--- config.mk ---
export PLATFORM = sky130hd
export DESIGN_NAME = prc_dpath
export DESIGN_NICKNAME = d
export VERILOG_FILES = /design/src/rtl/prc_pkg.sv /design/src/rtl/prc_dpath.sv
export SDC_FILE = /design/constraint.sdc
export NUM_CORES = 1
export LEC_CHECK = 0
export ABC_AREA = 1
export BUFFER_PORTS_ARGS = -buffer_cell sky130_fd_sc_hd__buf_2
export CAP_MARGIN = 20
export CORE_UTILIZATION = 45
export DETAILED_ROUTE_END_ITERATION = 12
export GPL_TIMING_DRIVEN = 0
export PLACE_DENSITY = 0.68
export SYNTH_ARGS = -nofsm -noshare
export SYNTH_HDL_FRONTEND = slang
export SYNTH_SLANG_ARGS = --single-unit
--- constraint.sdc ---
create_clock -name clk -period 2.2 [get_ports clk]
set_clock_uncertainty 0.1 [all_clocks]
set_input_delay 0.22 -clock clk [delete_from_list [all_inputs] [get_ports clk]]
set_output_delay 0.22 -clock clk [all_outputs]
set_load 0.01 [all_outputs]
--- src/rtl/prc_pkg.sv ---
package prc_pkg;
  localparam int PAGE_W   = 14;
  localparam int ADDR_W   = PAGE_W + 12;
  localparam int BASE_LSB = 0;
  localparam int LIM_LSB  = 16;
  localparam int RD_BIT   = 15;
  localparam int WR_BIT   = 31;
  localparam logic [31:0] KEEP_MASK = 32'hBFFF_BFFF;

  typedef struct packed {
    logic regWr;
    logic capture;
    logic isWrite;
  } prc_strobe_t;
endpackage

--- src/rtl/prc_dpath.sv ---
module prc_dpath import prc_pkg::*; #(
  parameter int NUM_RANGES = 5,
  parameter int IDXW = (NUM_RANGES > 1) ? $clog2(NUM_RANGES) : 1
) (
  input  logic              clk,
  input  logic              rstN,
  input  prc_strobe_t       strobe,
  input  logic              locked,
  input  logic [IDXW-1:0]   cfgIdx,
  input  logic [31:0]       cfgWdata,
  input  logic [ADDR_W-1:0] reqAddr,
  output logic [31:0]       cfgRdata,
  output logic              rspValid,
  output logic              rspAllow,
  output logic              rspDeny
);
  logic [NUM_RANGES-1:0][31:0] rangeQ;
  logic [NUM_RANGES-1:0]       rdHit, wrHit, anyEn;
  logic [PAGE_W-1:0]           reqPage;
  logic                        denyNow;

  assign reqPage = reqAddr[ADDR_W-1:12];

  always_ff @(posedge clk) begin
    if (!rstN) begin
      rangeQ <= '0;
    end else if (strobe.regWr) begin
      for (int i = 0; i < NUM_RANGES; i++)
        if (int'(cfgIdx) == i) rangeQ[i] <= cfgWdata & KEEP_MASK;
    end
  end

  for (genvar g = 0; g < NUM_RANGES; g++) begin : g_cmp
    logic [PAGE_W-1:0] basePg, limPg;
    logic              inSpan;
    assign basePg   = rangeQ[g][BASE_LSB +: PAGE_W];
    assign limPg    = rangeQ[g][LIM_LSB +: PAGE_W];
    assign inSpan   = (reqPage >= basePg) && (reqPage <= limPg);
    assign rdHit[g] = inSpan && rangeQ[g][RD_BIT];
    assign wrHit[g] = inSpan && rangeQ[g][WR_BIT];
    assign anyEn[g] = rangeQ[g][RD_BIT] | rangeQ[g][WR_BIT];
  end

  assign denyNow = strobe.isWrite ? (|wrHit) : (|rdHit);

  always_comb begin
    cfgRdata = '0;
    for (int i = 0; i < NUM_RANGES; i++)
      if (int'(cfgIdx) == i) cfgRdata = rangeQ[i];
  end

  always_ff @(posedge clk) begin
    if (!rstN) begin
      rspValid <= 1'b0;
      rspAllow <= 1'b0;
      rspDeny  <= 1'b0;
    end else begin
      rspValid <= strobe.capture;
      rspAllow <= strobe.capture && !denyNow;
      rspDeny  <= strobe.capture && denyNow;
    end
  end


  rsp_onehot_chk: assert property (@(posedge clk) disable iff (!rstN)
    rspValid |-> (rspAllow != rspDeny));

  deny_needs_en_chk: assert property (@(posedge clk) disable iff (!rstN)
    rspDeny |-> $past(|anyEn));

  lock_frozen_chk: assert property (@(posedge clk) disable iff (!rstN)
    locked |=> $stable(rangeQ));
endmodule

# Word level (Yosys, flattened, before mapping)
# Index checks and enable logic that the tools add are counted.
word_totals:
  elab_cells: 54
  reg_bits: 153
  output_inout_bits: 35
  in_bits: 67
op_classes:
  muxes: 6
  order_cmp: 10
  n_reduce_logical: 26
  eq_ne: 4
ops:
  columns: ["cell", "count"]
  rows:
  - ["32-bit two-way mux", 5]
  - ["14-bit >= comparator", 5]
  - ["14-bit less-or-equal comparator", 5]
  - ["1-bit logical AND", 17]
  - ["2-bit AND reduction", 5]
  - ["5-bit OR reduction", 2]
  - ["3-bit == test (second input constant)", 3]
  - ["3-bit by 2-bit == test with 1-bit output (second input constant)", 1]
  - ["3-bit logical NOT", 1]
  - ["1-bit logical NOT", 1]
  - ["1-bit two-way mux", 1]

# Logic depth before layout (Yosys ltp)
depth:
  ltp_word: 7
  depth_mapped: 16
  ltp_nobuf: 16

# Least setup slack after synthesis
# No wires, ideal clock.
synth_timing:
  path_type: "register -> register"
  from: "register rangeQ (netlist bit g_cmp[1].limPg[13])"
  to: "register rspDeny"
  setup_time_ns: 0.114
  slack_ns: 0.506
  required_time_ns: 1.986
  path_stages_with_launch: 16
  t_arrival_ns: 1.480
  path_cell_list: "dfxtp_1 -> inv_1 -> ha_1 -> nand2_1 -> nor2_1 -> inv_1 -> nor2_1 -> nand2_1 -> nand2_1 -> nand2_1 -> nand3_1 -> nand2_1 -> nor2_1 -> nand2_1 -> nand2_1 -> nor2_1"
synth_via:
  elab_chain_len: 6
  word_cells_on_any_way: 8
synth_rtl:
  columns: ["element", "line_no", "source"]
  rows:
  - ["start: declaration", "prc_dpath.sv:17", "logic [NUM_RANGES-1:0][31:0] rangeQ;"]
  - ["14-bit less-or-equal comparator *", "prc_dpath.sv:38", "assign inSpan = (reqPage >= basePg) && (reqPage <= limPg);"]
  - ["1-bit logical AND *", "prc_dpath.sv:38", null]
  - ["1-bit logical AND, on equally long branches", "prc_dpath.sv:39, prc_dpath.sv:40", null]
  - ["5-bit OR reduction", "prc_dpath.sv:44", "assign denyNow = strobe.isWrite ? (|wrHit) : (|rdHit);"]
  - ["1-bit two-way mux *", "prc_dpath.sv:44", null]
  - ["1-bit logical AND *", "prc_dpath.sv:60", "rspDeny <= strobe.capture && denyNow;"]
  - ["end signal: assignment", "prc_dpath.sv:60", null]
  - ["end: declaration", "prc_dpath.sv:15", "output logic rspDeny"]
# Mark *: on every way between the ends. The rest lies on a longest branch, timed or not.
# A chain may end at the register's enable or synchronous reset.

# Worst setup path in the final report
layout_timing:
  from: "input port cfgIdx[0]"
  to: "output port cfgRdata[18]"
layout_via:
  elab_chain_len: 6
  word_cells_on_any_way: 10
layout_rtl:
  columns: ["element", "line_no", "source"]
  rows:
  - ["start: declaration", "prc_dpath.sv:9", "input logic [IDXW-1:0] cfgIdx,"]
  - ["3-bit logical NOT", "prc_dpath.sv:49", "if (int'(cfgIdx) == i) cfgRdata = rangeQ[i];"]
  - ["32-bit two-way mux (4 in series)", "prc_dpath.sv:49", null]
  - ["32-bit two-way mux *", "prc_dpath.sv:49", null]
  - ["end: declaration", "prc_dpath.sv:12", "output logic [31:0] cfgRdata,"]
# Marks and branches as above.

==> metrics <==
Fin. Hold Viols=0; Overflow after GRT=0; most common cell in the netlist=inv_1; Core Util, Final=52.8%; Final Cell Area=11,100 µm²; Cells after DPL=1,687; dpl hpwl=23,900 µm; pin count of the biggest net entering global routing=17; clk buf depth=2; maximum clock rate=460 MHz; wire per inst=18.7 µm; worst hold path cell count=3; Tcrit/Tclk final=98.7%; Worst Path Arrival=1.85 ns; number of synthesized flops with an enable pin=0; Min-Delay Startpoint=cfgWdata[0]; commonest cells in the synthesized netlist=inv_1, a21oi_1, nand2_1, dfxtp_1, ha_1; min Tclk post-route=2.17 ns; vias in the first global route=9,004; WP data required=1.88 ns; IO buf count=83; Avg Inst Size Synth=7.23 µm²; GPL Wtd Cong=0.907; worst r2r dst=rspDeny; Initial Util=45.8%; clk root buf=clkbuf_16; crit-path max FO=10; crit path launch type=input pin; CTS Buf Count=17; DR vias=9,603; top-level I/O count=102; Worst Setup End Kind=output port; Setup violations, final=0; register area share after synthesis=31.9%; Worst-Margin Slew=0.756 ns; core area=21,000 µm²; Max rail drop VDD=0.575 mV; Syn Std Cell Area=9600 µm²; count of cell types in the netlist=28; TritonCTS clock tree=done; non-filler cells, final=1,723; post-synth top area share=31.9%; Main synth FF type=dfxtp_1; main area contributors after synthesis=dfxtp_1, ha_1, a21oi_1; Leakage=4.79 nW; # clock sinks=153; hold path endpoint=g_cmp[2].basePg[0]; H-tree levels=4; via/cell ratio=5.57; R2R cell count=15; Area growth, synth to finish=15.3%; Total GRT Usage=29.8%; global-route wire length before repair=48,400 µm; row count=53; Die H=148 µm; Yosys top cell by area=dfxtp_1; Clock Pin Slew Worst Setup and Hold Paths=0.06 ns; Mapped Cells=1,328; Final nets=1,641; DRT Pass-1 Iters=6; worst rel slew slack=49.6%; Yosys Warn Count=0; PwrDens=664 nW/µm²; R2R Path Start=g_cmp[1].limPg[13]; placed inst area=10,400 µm²; Die Wd=148 µm; residual DRC count=0; synthesized flop and latch total=153; Hold Crit Class=input pin to flip-flop; antenna violations before repair=1; R2R setup slack=0.11 ns; Post-synth ARST share=0%; worst setup path class=input pin to output port; Pins Over Slew Limit=0; post-route antenna net violation count=0; full die area=21,900 µm²; outcome=completed; DRT iter0 DRCs=645; layout cell share with drive strength beyond 1=10.5%; final wirelength=32,300 µm; maxcap violations=0; clock latency on the worst-skew pair=0.44 ns
[flip-flops by register name (all words and copies together) (netlist names)]
register and count:
g_cmp.basePg 70, g_cmp.limPg 70, rangeQ 10, rspAllow 1
rspDeny 1, rspValid 1
[critical path, cell delays in order]
cell	delay (ns)
buf_2	0.12
inv_2	0.06
nor3_4	0.32
inv_2	0.20
buf_2	0.25
o22ai_1	0.25
a21oi_1	0.10
o221ai_1	0.14
buf_2	0.19
[where the power goes]
part | switching [W] | leakage, nW | internal (W)
clock network | 0.00126 | 0.301 | 0.00199
logic | 0.000787 | 3.25 | 0.000403
registers | 0.0000361 | 1.24 | 0.00287
total | 0.00209 | 4.79 | 0.00526
[final cells by class]
class	instances	area [µm²]
Buffer	62	332
Clock buffer	21	470
Sequential cell	153	3060
Timing Repair Buffer	86	443
Fill cell	2095	9890
Multi-Input combinational cell	895	5420
Clock inverter	11	169
Inverter	219	822
Antenna cell	1	2.50
Tap cell	275	344
[kinds of logic (layout without fill, tap and decap cells)]
| kind of cell | count (synthesis) | in the layout | synth area share [%] |
|---|---|---|---|
| AND/OR/NAND/NOR | 314 | 314 | 13.2 |
| flip-flops | 153 | 153 | 31.9 |
| adder cells (fa/ha/maj) | 140 | 140 | 18.3 |
| AO/OA/AOI/OAI | 439 | 439 | 24.6 |
| other | 1 | 3 | 0.0391 |
| buffers and inverters | 281 | 399 | 11.9 |
[how the worst max path moves through the flow]
stage | endpoint | cells past startpoint | startpoint
after floorplan | rspDeny | 15 | g_cmp[1].limPg[13]
after global placement | rspDeny | 15 | reqAddr[12]
after detailed placement | rspDeny | 15 | reqAddr[12]
after CTS | rspAllow | 13 | g_cmp[3].limPg[13]
after global routing | rspAllow | 13 | g_cmp[3].limPg[13]
final | cfgRdata[18] | 9 | cfgIdx[0]
[repair_timing]
action | in CTS | in global routing
setup endpoints to repair | 11 | 14
gates resized for setup | 3 | 10
hold buffers | 2 | 0
pin swaps | 0 | 1
setup buffers | 0 | 1
endpoints found under the hold margin | 5 | 0
[stage by stage]
step / power, W / TNS, ns / hold slack, ns / setup WS (ns)
finish: 0.00735 / 0 / 0.0158 / 0.0283
global route: 0.00762 / -0.00633 / 0.0412 / -0.00633
CTS: 0.00732 / 0 / 0.00567 / 0.0165
detailed placement: 0.00412 / -1.17 / 0.356 / -0.172
global placement: 0.00408 / -0.982 / 0.349 / -0.134
floorplan: 0.00369 / 0 / 0.250 / 0.506
[per-layer routing]
metal,wire length (µm),global-route usage [%],up-vias
met2,15100,50.2,386
met5,0,0,-
met4,1800,16.4,0
met3,2320,5.56,110
li1,-,-,4690
met1,13100,35.5,4417
[cell usage in the layout (no fill, tap or decap), drive strengths merged, types with 5 or more instances in the layout]
| cell | instances |
|---|---|
| a21oi | 213 |
| a221oi | 5 |
| buf | 107 |
| clkbuf | 60 |
| dfxtp | 153 |
| ha | 140 |
| inv | 219 |
| nand2 | 200 |
| nand3 | 36 |
| nand4 | 8 |
| nor2 | 66 |
| o211ai | 12 |
| o21ai | 159 |
| o221ai | 18 |
| o22ai | 25 |
No activity file was read; power rests on OpenSTA's default activity.
